## src/rtl/esc_enc_pkg.sv

```systemverilog
package esc_enc_pkg;
  localparam int unsigned CHAR_W  = 8;
  localparam int unsigned NUM_RSV = 4;
  localparam int unsigned MAX_SEQ = 4;

  localparam logic [CHAR_W-1:0] ESC_CHAR  = 8'hDB;
  localparam logic [CHAR_W-1:0] XON_CHAR  = 8'h11;
  localparam logic [CHAR_W-1:0] XOFF_CHAR = 8'h13;

  localparam logic [CHAR_W-1:0]   DFLT_SEP_CHAR = 8'hC0;
  localparam logic [2*CHAR_W-1:0] DFLT_SEP_PAIR  = 16'hDBDC;
  localparam logic [2*CHAR_W-1:0] DFLT_ESC_PAIR  = 16'hDBDD;
  localparam logic [2*CHAR_W-1:0] DFLT_XON_PAIR  = 16'hDBDE;
  localparam logic [2*CHAR_W-1:0] DFLT_XOFF_PAIR = 16'hDBDF;

  typedef enum logic [1:0] {
    RSV_SEP  = 2'd0,
    RSV_ESC  = 2'd1,
    RSV_XON  = 2'd2,
    RSV_XOFF = 2'd3
  } rsv_idx_e;
endpackage

```

## src/rtl/esc_enc_rst_sync.sv

```systemverilog
module esc_enc_rst_sync #(
  parameter int unsigned STAGES = 2
) (
  input  logic clk,
  input  logic rst_n,
  output logic rst_sync_n
);
  logic [STAGES-1:0] sync_q;
  logic [STAGES-1:0] sync_d;

  always_comb begin
    sync_d = {sync_q[STAGES-2:0], 1'b1};
  end

  always_ff @(posedge clk or negedge rst_n) begin
    if (!rst_n) begin
      sync_q <= '0;
    end else begin
      sync_q <= sync_d;
    end
  end

  assign rst_sync_n = sync_q[STAGES-1];
endmodule

```

## src/rtl/esc_enc_classify.sv

```systemverilog
module esc_enc_classify #(
  parameter int unsigned DATA_W  = 8,
  parameter int unsigned NUM_RSV = 4
) (
  input  logic [DATA_W-1:0]   byte_i,
  input  logic [DATA_W-1:0]   char_i [NUM_RSV],
  input  logic [2*DATA_W-1:0] pair_i [NUM_RSV],
  input  logic [NUM_RSV-1:0]  en_i,
  output logic                hit_o,
  output logic [2*DATA_W-1:0] pair_o
);
  logic [NUM_RSV-1:0] match;

  for (genvar g = 0; g < NUM_RSV; g++) begin : g_match
    assign match[g] = en_i[g] && (byte_i == char_i[g]);
  end

  // Lowest index has priority: scan from the top so it is written last.
  always_comb begin
    hit_o  = 1'b0;
    pair_o = '0;
    for (int i = NUM_RSV - 1; i >= 0; i--) begin
      if (match[i]) begin
        hit_o  = 1'b1;
        pair_o = pair_i[i];
      end
    end
  end
endmodule

```

## src/rtl/esc_enc_seq.sv

```systemverilog
module esc_enc_seq #(
  parameter int unsigned DATA_W  = 8,
  parameter int unsigned MAX_SEQ = 4
) (
  input  logic                clk,
  input  logic                rst_n,
  input  logic                in_valid_i,
  output logic                in_ready_o,
  input  logic [DATA_W-1:0]   in_data_i,
  input  logic                in_sof_i,
  input  logic                in_eof_i,
  input  logic                in_void_i,
  input  logic                hit_i,
  input  logic [2*DATA_W-1:0] pair_i,
  input  logic                sep_en_i,
  input  logic [DATA_W-1:0]   sep_char_i,
  output logic                out_valid_o,
  input  logic                out_ready_i,
  output logic [DATA_W-1:0]   out_data_o,
  output logic                sep_pulse_o
);
  localparam int unsigned PEND  = MAX_SEQ - 1;
  localparam int unsigned CNT_W = $clog2(MAX_SEQ + 1);
  localparam int unsigned IDX_W = $clog2(MAX_SEQ);

  // Expansion of the offered beat
  logic [DATA_W-1:0] bld_data [MAX_SEQ];
  logic [MAX_SEQ-1:0] bld_sep;
  logic [CNT_W-1:0]   bld_len;

  // State
  logic              out_valid_q, out_valid_d;
  logic [DATA_W-1:0] out_data_q,  out_data_d;
  logic              out_sep_q,   out_sep_d;
  logic [DATA_W-1:0] pend_data_q [PEND];
  logic [DATA_W-1:0] pend_data_d [PEND];
  logic [PEND-1:0]   pend_sep_q,  pend_sep_d;
  logic [CNT_W-1:0]  pend_cnt_q,  pend_cnt_d;
  logic              sep_pulse_q, sep_pulse_d;

  logic out_free, fire, take, upd_en;

  always_comb begin
    for (int i = 0; i < MAX_SEQ; i++) bld_data[i] = '0;
    bld_sep = '0;
    bld_len = '0;
    if (sep_en_i && in_sof_i) begin
      bld_data[bld_len[IDX_W-1:0]] = sep_char_i;
      bld_sep[bld_len[IDX_W-1:0]]  = 1'b1;
      bld_len = bld_len + CNT_W'(1);
    end
    if (!in_void_i) begin
      if (hit_i) begin
        bld_data[bld_len[IDX_W-1:0]] = pair_i[2*DATA_W-1:DATA_W];
        bld_len = bld_len + CNT_W'(1);
        bld_data[bld_len[IDX_W-1:0]] = pair_i[DATA_W-1:0];
        bld_len = bld_len + CNT_W'(1);
      end else begin
        bld_data[bld_len[IDX_W-1:0]] = in_data_i;
        bld_len = bld_len + CNT_W'(1);
      end
    end
    if (sep_en_i && in_eof_i) begin
      bld_data[bld_len[IDX_W-1:0]] = sep_char_i;
      bld_sep[bld_len[IDX_W-1:0]]  = 1'b1;
      bld_len = bld_len + CNT_W'(1);
    end
  end

  assign out_free   = !out_valid_q || out_ready_i;
  assign fire       = out_valid_q && out_ready_i;
  assign in_ready_o = out_free && (pend_cnt_q == '0);
  assign take       = in_valid_i && in_ready_o;
  assign upd_en     = take || fire;

  // Next state
  always_comb begin
    out_valid_d = out_valid_q;
    out_data_d  = out_data_q;
    out_sep_d   = out_sep_q;
    pend_data_d = pend_data_q;
    pend_sep_d  = pend_sep_q;
    pend_cnt_d  = pend_cnt_q;
    if (take) begin
      out_valid_d = (bld_len != '0);
      out_data_d  = bld_data[0];
      out_sep_d   = bld_sep[0];
      pend_cnt_d  = (bld_len == '0) ? '0 : bld_len - CNT_W'(1);
      for (int i = 0; i < PEND; i++) begin
        pend_data_d[i] = bld_data[i+1];
        pend_sep_d[i]  = bld_sep[i+1];
      end
    end else if (fire) begin
      if (pend_cnt_q != '0) begin
        out_data_d = pend_data_q[0];
        out_sep_d  = pend_sep_q[0];
        for (int i = 0; i < PEND - 1; i++) begin
          pend_data_d[i] = pend_data_q[i+1];
          pend_sep_d[i]  = pend_sep_q[i+1];
        end
        pend_data_d[PEND-1] = '0;
        pend_sep_d[PEND-1]  = 1'b0;
        pend_cnt_d = pend_cnt_q - CNT_W'(1);
      end else begin
        out_valid_d = 1'b0;
      end
    end
    sep_pulse_d = fire && out_sep_q;
  end

  // Registers
  always_ff @(posedge clk or negedge rst_n) begin
    if (!rst_n) begin
      out_valid_q <= 1'b0;
      out_data_q  <= '0;
      out_sep_q   <= 1'b0;
      for (int i = 0; i < PEND; i++) pend_data_q[i] <= '0;
      pend_sep_q  <= '0;
      pend_cnt_q  <= '0;
      sep_pulse_q <= 1'b0;
    end else begin
      if (upd_en) begin
        out_valid_q <= out_valid_d;
        out_data_q  <= out_data_d;
        out_sep_q   <= out_sep_d;
        for (int i = 0; i < PEND; i++) pend_data_q[i] <= pend_data_d[i];
        pend_sep_q  <= pend_sep_d;
        pend_cnt_q  <= pend_cnt_d;
      end
      sep_pulse_q <= sep_pulse_d;
    end
  end

  assign out_valid_o = out_valid_q;
  assign out_data_o  = out_data_q;
  assign sep_pulse_o = sep_pulse_q;
endmodule

```

## src/rtl/esc_frame_enc.sv

```systemverilog
module esc_frame_enc
  import esc_enc_pkg::*;
#(
  parameter int unsigned DATA_W = CHAR_W
) (
  input  logic                clk,
  input  logic                rst_n,
  input  logic                in_valid,
  output logic                in_ready,
  input  logic [DATA_W-1:0]   in_data,
  input  logic                in_sof,
  input  logic                in_eof,
  input  logic                in_void,
  output logic                out_valid,
  input  logic                out_ready,
  output logic [DATA_W-1:0]   out_data,
  output logic                sep_pulse,
  input  logic                cfg_sep_en,
  input  logic [DATA_W-1:0]   cfg_sep_char,
  input  logic [NUM_RSV-1:0]  cfg_esc_en,
  input  logic [2*DATA_W-1:0] cfg_sep_pair,
  input  logic [2*DATA_W-1:0] cfg_esc_pair,
  input  logic [2*DATA_W-1:0] cfg_xon_pair,
  input  logic [2*DATA_W-1:0] cfg_xoff_pair
);
  localparam int unsigned PAIR_W = 2 * DATA_W;

  logic              rst_sync_n;
  logic [DATA_W-1:0] rsv_char [NUM_RSV];
  logic [PAIR_W-1:0] rsv_pair [NUM_RSV];
  logic              hit;
  logic [PAIR_W-1:0] pair;

  assign rsv_char[RSV_SEP]  = cfg_sep_char;
  assign rsv_char[RSV_ESC]  = DATA_W'(ESC_CHAR);
  assign rsv_char[RSV_XON]  = DATA_W'(XON_CHAR);
  assign rsv_char[RSV_XOFF] = DATA_W'(XOFF_CHAR);
  assign rsv_pair[RSV_SEP]  = cfg_sep_pair;
  assign rsv_pair[RSV_ESC]  = cfg_esc_pair;
  assign rsv_pair[RSV_XON]  = cfg_xon_pair;
  assign rsv_pair[RSV_XOFF] = cfg_xoff_pair;

  esc_enc_rst_sync #(.STAGES(2)) i_rst_sync (
    .clk        (clk),
    .rst_n      (rst_n),
    .rst_sync_n (rst_sync_n)
  );

  esc_enc_classify #(.DATA_W(DATA_W), .NUM_RSV(NUM_RSV)) i_classify (
    .byte_i (in_data),
    .char_i (rsv_char),
    .pair_i (rsv_pair),
    .en_i   (cfg_esc_en),
    .hit_o  (hit),
    .pair_o (pair)
  );

  esc_enc_seq #(.DATA_W(DATA_W), .MAX_SEQ(MAX_SEQ)) i_seq (
    .clk         (clk),
    .rst_n       (rst_sync_n),
    .in_valid_i  (in_valid),
    .in_ready_o  (in_ready),
    .in_data_i   (in_data),
    .in_sof_i    (in_sof),
    .in_eof_i    (in_eof),
    .in_void_i   (in_void),
    .hit_i       (hit),
    .pair_i      (pair),
    .sep_en_i    (cfg_sep_en),
    .sep_char_i  (cfg_sep_char),
    .out_valid_o (out_valid),
    .out_ready_i (out_ready),
    .out_data_o  (out_data),
    .sep_pulse_o (sep_pulse)
  );
endmodule

```

## config.mk

```make
export PLATFORM = sky130hd
export DESIGN_NAME = esc_frame_enc
export DESIGN_NICKNAME = d
export VERILOG_FILES = /design/src/rtl/esc_enc_pkg.sv /design/src/rtl/esc_enc_rst_sync.sv /design/src/rtl/esc_enc_classify.sv /design/src/rtl/esc_enc_seq.sv /design/src/rtl/esc_frame_enc.sv
export SDC_FILE = /design/constraint.sdc
export NUM_CORES = 1
export LEC_CHECK = 0
export CORE_MARGIN = 10
export CORE_UTILIZATION = 47
export CTS_CLUSTER_DIAMETER = 150
export CTS_CLUSTER_SIZE = 14
export DETAILED_ROUTE_END_ITERATION = 8
export PLACE_DENSITY = 0.87
export SYNTH_ARGS = -nofsm -noshare
export SYNTH_HDL_FRONTEND = slang
export SYNTH_SLANG_ARGS = --single-unit
```

## constraint.sdc

```tcl
create_clock -name clk -period 1.6 [get_ports clk]
set_input_delay 0.32 -clock clk [delete_from_list [all_inputs] [get_ports clk]]
set_output_delay 0.32 -clock clk [all_outputs]
set_load 0.02 [all_outputs]
```

### Word level (Yosys, flattened, before mapping)

Index checks and enable logic that the tools add are counted.

* register bits: 43
* input bits: 92
* output and inout port bits: 11
* logic and storage cells: 106

* add/sub/neg operators: 5
* $lt $le $gt $ge: 8
* eq/ne operators: 5
* mux-type cells: 49
* bitwise logic cells: 4
* reduce and logical (&&, ||, !) cells: 25

Operators with widths (number)
* 32-bit bitwise mux: 4
* 32-bit two-way mux: 3
* 24-bit two-way mux: 3
* 16-bit two-way mux: 4
* 8-bit two-way mux: 7
* 8-bit demux with 2-bit select: 3
* 3-bit two-way mux: 10
* 8-bit by 5-bit equality test with 1-bit output (second input constant): 2
* 1-bit logical AND: 14
* 1-bit two-way mux: 13
* 3-bit greater-or-equal comparator (second input constant): 3
* 3-bit by 1-bit less-than comparator with 1-bit output (second input constant): 3
* 8-bit equality test: 1
* 8-bit equality test (second input constant): 1
* 3-bit by 1-bit adder with 3-bit output (second input constant): 2
* 3-bit zero test: 2
* 2-bit NOT with 3-bit output: 2
* 3-bit AND reduction: 2
* 3-bit nonzero test: 2
* 3-bit by 1-bit subtractor with 3-bit output (second input constant): 2
* 4-bit two-way mux: 1
* 1-bit by 4-bit bitwise OR with 4-bit output: 1
* 2-bit nonzero test: 2
* 2-bit by 3-bit less-than comparator with 1-bit output (second input constant): 1
* 7 further kinds: 8

### Longest topological paths before layout

* word-level depth: 16
* gate-level depth with buffers: 17
* gate-level depth less buffers: 15

### Hierarchy

A second synthesis with hierarchy kept.

* cells, all modules: 432
* area, all modules: 3732.3 µm²

Modules (own cells, without submodules)
* esc_enc_seq: times used 1, cells each 270, area each 2641.3 µm², seq. area each 1026.0 µm²
* esc_enc_classify: times used 1, cells each 157, area each 1029.7 µm², seq. area each 0.0 µm²
* esc_enc_rst_sync: times used 1, cells each 3, area each 53.8 µm², seq. area each 50.0 µm²
* esc_frame_enc: times used 1, cells each 2, area each 7.5 µm², seq. area each 0.0 µm²

### Worst setup path before layout

Ideal clock, no wire load.

* kind: input-to-reg
* from: in in_data[6]
* to: reg i_seq.out_data_q[7], in the netlist i_seq.out_data_o[7]
* library setup time: 65 ps
* arrival: 3169 ps
* required time: 1535 ps
* setup slack: -1635 ps
* cell stages on the path: 16
* buffers on the path: 1
* cell sequence: xor2_1 -> nor4_2 -> nand4_1 -> buf_4 -> nand2_2 -> inv_1 -> ha_1 -> nor2_1 -> a21o_1 -> inv_2 -> ha_1 -> and3_1 -> nor3_1 -> o21ai_0 -> o21ai_1 -> o221a_2

* cells in the longest elaborated chain, start to end: 16
* elaborated cells on any way between the ends: 31
* those cells by class: 2 x order compare; 4 x eq/ne; 19 x mux; 1 x bitwise; 5 x reduce/logical

RTL lines
* start, declared: line esc_frame_enc.sv:10 `input logic [DATA_W-1:0] in_data,`
* 8-bit by 5-bit equality test with 1-bit output: line esc_enc_classify.sv:15 `assign match[g] = en_i[g] && (byte_i == char_i[g]);`
* 1-bit logical AND: line esc_enc_classify.sv:15
* 1-bit two-way mux (4 in series): line esc_enc_classify.sv:23 `if (match[i]) begin`
* 3-bit two-way mux: line esc_enc_seq.sv:53 `if (hit_i) begin`
* 3-bit two-way mux: line esc_enc_seq.sv:52 `if (!in_void_i) begin`
* 2-bit NOT with 3-bit output (not written as such): line esc_enc_seq.sv:64 `bld_data[bld_len[IDX_W-1:0]] = sep_char_i;`
* 3-bit greater-or-equal comparator (not written as such) or 3-bit by 1-bit less-than comparator with 1-bit output (tied branches): line esc_enc_seq.sv:64
* 1-bit logical AND (not written as such): line esc_enc_seq.sv:64
* 8-bit two-way mux (not written as such): line esc_enc_seq.sv:64
* 8-bit demux with 2-bit select: line esc_enc_seq.sv:64
* 32-bit bitwise mux: line esc_enc_seq.sv:64
* 32-bit two-way mux *: line esc_enc_seq.sv:63 `if (sep_en_i && in_eof_i) begin`
* 8-bit two-way mux *: line esc_enc_seq.sv:84 `if (take) begin`
* end signal, assigned: line esc_enc_seq.sv:124 `out_data_q <= out_data_d;`
* end, declared: line esc_enc_seq.sv:33 `logic [DATA_W-1:0] out_data_q, out_data_d;`

Every way passes the cells marked *; elsewhere a longest branch is shown, timed or not.
A chain may end at the register's enable or synchronous reset.

### Worst setup path after layout

* from: in cfg_sep_char[5]
* to: reg i_seq.pend_data_q[22] (netlist bit)

* cells in the longest elaborated chain, start to end: 13
* elaborated cells on any way between the ends: 19
* those cells by class: 2 x order compare; 1 x eq/ne; 13 x mux; 1 x bitwise; 2 x reduce/logical

RTL lines
* start, declared: line esc_frame_enc.sv:19 `input logic [DATA_W-1:0] cfg_sep_char,`
* 8-bit equality test *: line esc_enc_classify.sv:15
* 1-bit logical AND *: line esc_enc_classify.sv:15
* 1-bit two-way mux: line esc_enc_classify.sv:23
* 3-bit two-way mux: line esc_enc_seq.sv:53
* 3-bit two-way mux: line esc_enc_seq.sv:52
* 2-bit NOT with 3-bit output (not written as such): line esc_enc_seq.sv:64
* 3-bit greater-or-equal comparator (not written as such) or 3-bit by 1-bit less-than comparator with 1-bit output (tied branches): line esc_enc_seq.sv:64
* 1-bit logical AND (not written as such): line esc_enc_seq.sv:64
* 8-bit two-way mux (not written as such): line esc_enc_seq.sv:64
* 8-bit demux with 2-bit select: line esc_enc_seq.sv:64
* 32-bit bitwise mux: line esc_enc_seq.sv:64
* 32-bit two-way mux *: line esc_enc_seq.sv:63
* 24-bit two-way mux *: line esc_enc_seq.sv:84
* end, declared: line esc_enc_seq.sv:35 `logic [DATA_W-1:0] pend_data_q [PEND];`

Marks and branches as above.

==> flow_summary.ini <==
[logic_synthesis]
syn_area_per_cell_um2 = 8.51
synth_xor_area_frac = 0.0216
synthMuxAreaShare = 0.0462
synthFlopType = dfrtp_1
synthesis.nets = 481
ys_seq_elements = 43
synth_edf_count = 0
synth_compound_area_frac = 0.312
ys_seq_area_frac = 0.331
synthesis.area_um2 = 3250
synth_cell_types = 63
synthCells = 382
synthAdderAreaFrac = 0.0270
synthSimpleGateAreaFrac = 0.215
synth_top_family_by_area = compound AO/OA/AOI/OAI gates
synthArstFlopShare = 1.00
ys_warn_count = 0

[timing]
hold_viol = 0
worst_pin_slew_ps = 624
rsz0062_at_grt = true
maxSlewHeadroom = 0.583
finalCriticalPeriod_ps = 3140
setup_tns_ps = -53410
skew_ps = 9.12
fin_ws_ps = -1540
period_share = 1.96
drv_slew = 0
fmaxAchievable_mhz = 319
setup_viol = 41

[floorplanning]
fp.dieW_um = 103
die_h_um = 103
coreArea_um2 = 6760
rows = 30
dieArea_um2 = 10600
initial_core_util = 0.481
io_pins = 103

[clock_tree]
htree_levels = 2
clk_latency_ps = 310
cts-root-buf = clkbuf_8
cts_tree = built
cts.sinks = 43
cts.reportedPaths.clkPinSlew_ps = 80
clock_path_buffers = 2
ctsHoldBuffers = 0
cts_made_buffers = 5

[global_routing]
track_usage = 0.271
antenna_found_initial = 0
grt_max_degree = 42
grt_overflow = 0
grt_pass1_vias = 4423
grt_pass1_wl_um = 22700

[setup_path]
critPathLaunchType = input port
cp-startpoint = cfg_sep_char[5]
endpoint_kind = register
path_class = in -> reg
crit_fanout = 7
r2r_start = i_seq.pend_cnt_q[1]
crit_arrival_ps = 3360
r2r_setup_slack_ps = -610
rr_endpoint = i_seq.pend_data_q[16]
r2r_cells = 8
required_ps = 1820

[place]
place_ws_ps = -1960
gp_congestion = 0.909
hpwl_um = 10500
io_buffers = 102

[detailed_routing]
initialDrtViolationCount = 658
vias = 4651
wirelength_um = 17600
antenna_left = 0
drc = 0
first_pass_iters = 5
wl_per_cell_um = 26.7
routed_via_density = 7.07

[pwr]
ir_worst_vdd_v = 0.000307
p_total_uw = 2530
power_density_nw_per_um2 = 443
p_leak_uw = 0.00247

[status]
violations = negative setup slack
status = complete, but fails checks

[job]
drv_cap = 0

[final_layout]
area_growth_syn_to_layout_pct = 76.2
nets = 675
drive_above_1_share = 0.360

[min_path]
hold_path.class = in -> async
## state kept, by name (all words and copies together), names as in the netlist
register,flops
i_seq.out_sep_q,1
i_seq.out_valid_o,1
i_seq.sep_pulse_o,1
i_seq.pend_data_q,24
i_seq.out_data_o,8
i_seq.pend_sep_q,3
i_rst_sync.sync_q,2
i_seq.pend_cnt_q,3
## what timing repair did
action	CTS	global route
setup buffers	7	9
gates resized for setup	97	55
cloned	0	1
pin swaps	31	29
setup endpoints to repair	47	44
## metal layers
metal,part of all wire,vias to the layer above,wire [um],track usage
met5,0,-,0,0
met4,0.097,0,1700,0.159
met3,0.14,184,2540,0.110
met2,0.43,532,7590,0.433
met1,0.33,2081,5760,0.297
li1,-,1854,-,-
## placed cells by master, fill, tap and decap left out, types with 5 or more instances in the layout
cell type,count
a21oi_1,23
a21oi_2,6
a221oi_2,6
a221oi_4,5
a22o_1,11
a22oi_1,9
a31oi_1,10
and2_1,5
and3_1,9
and3b_1,7
buf_12,5
buf_4,98
buf_6,12
clkbuf_8,5
clkdlybuf4s50_1,73
dfrtp_1,42
dlygate4sd2_1,11
ha_4,5
mux2i_1,11
nand2_1,23
nand3_1,10
nor2_1,24
nor3_1,9
o211ai_1,9
o21ai_0,10
o21ai_1,8
o22ai_1,18
## worst max-delay path: stages
cell	delay (ps)
clkdlybuf4s15_1	250
xor2_1	210
nor3_2	310
nand4_1	290
nand2_4	160
inv_4	50
ha_4	260
nor2_2	30
a21o_1	200
ha_2	190
and3_4	170
nor4_4	270
buf_6	180
o21ai_2	60
o22a_1	250
o221ai_2	180
## per-stage QoR
step	hold slack, ps	util	std cells	cell area, um2
final	172	0.847	658	5730
after global routing	175	0.847	657	5720
after CTS	174	0.805	651	5440
after detailed placement	339	0.771	637	5210
after global placement	338	0.771	637	5210
after floorplan	24.4	-	382	3400
## how the worst max path moves through the flow
stage / to / depth (start not counted)
global route: i_seq.out_data_o[3] / 17
detailed placement: i_seq.pend_data_q[16] / 16
CTS: i_seq.pend_data_q[18] / 15
floorplan: i_seq.pend_data_q[23] / 15
global placement: i_seq.pend_data_q[16] / 16
finish: i_seq.pend_data_q[22] / 16
## where the power goes
group	total (uW)	internal, uW	switching, uW
clock	698	307	391
sequential	1090	1090	0.610
combinational	748	395	353
total	2530	1790	744
## logic make-up (layout without fill, tap and decap cells)
logic type               Yosys count  in the layout
flip-flops                        43             43
other                              1              2
AO/OA/AOI/OAI                    146            146
buffers and inverters             35            230
AND/OR/NAND/NOR                  128            128
XOR/XNOR                           8              8
multiplexers                      14             14
adder cells (fa/ha/maj)            7              7
## Yosys cell counts, drive strengths merged (7+ instances only)
library cell	count	share of area
inv	8	0.0092
ha	7	0.027
and3b	7	0.019
xor2	7	0.019
nand2	27	0.033
clkbuf	16	0.018
a21oi	30	0.046
a221oi	11	0.034
a22o	11	0.030
buf	11	0.018
dfrtp	43	0.33
and3	11	0.021
o22ai	19	0.037
nand3	13	0.023
nor3	11	0.017
o211ai	9	0.021
a31oi	10	0.019
mux2i	12	0.037
o21ai	21	0.032
nor2	31	0.036
a22oi	9	0.021
## final cells by class
| cell class | count | area, um2 |
|---|---|---|
| diodes | 1 | 2.50 |
| flip-flops and latches | 43 | 1080 |
| fillers | 289 | 1030 |
| multi-input cells | 304 | 2490 |
| inverters | 8 | 37.5 |
| clock inverters | 1 | 5.00 |
| repair buffers | 214 | 1940 |
| well taps | 80 | 100 |
| clock buffers | 7 | 76.3 |
Note: power is estimated with default switching activity, not from simulation.
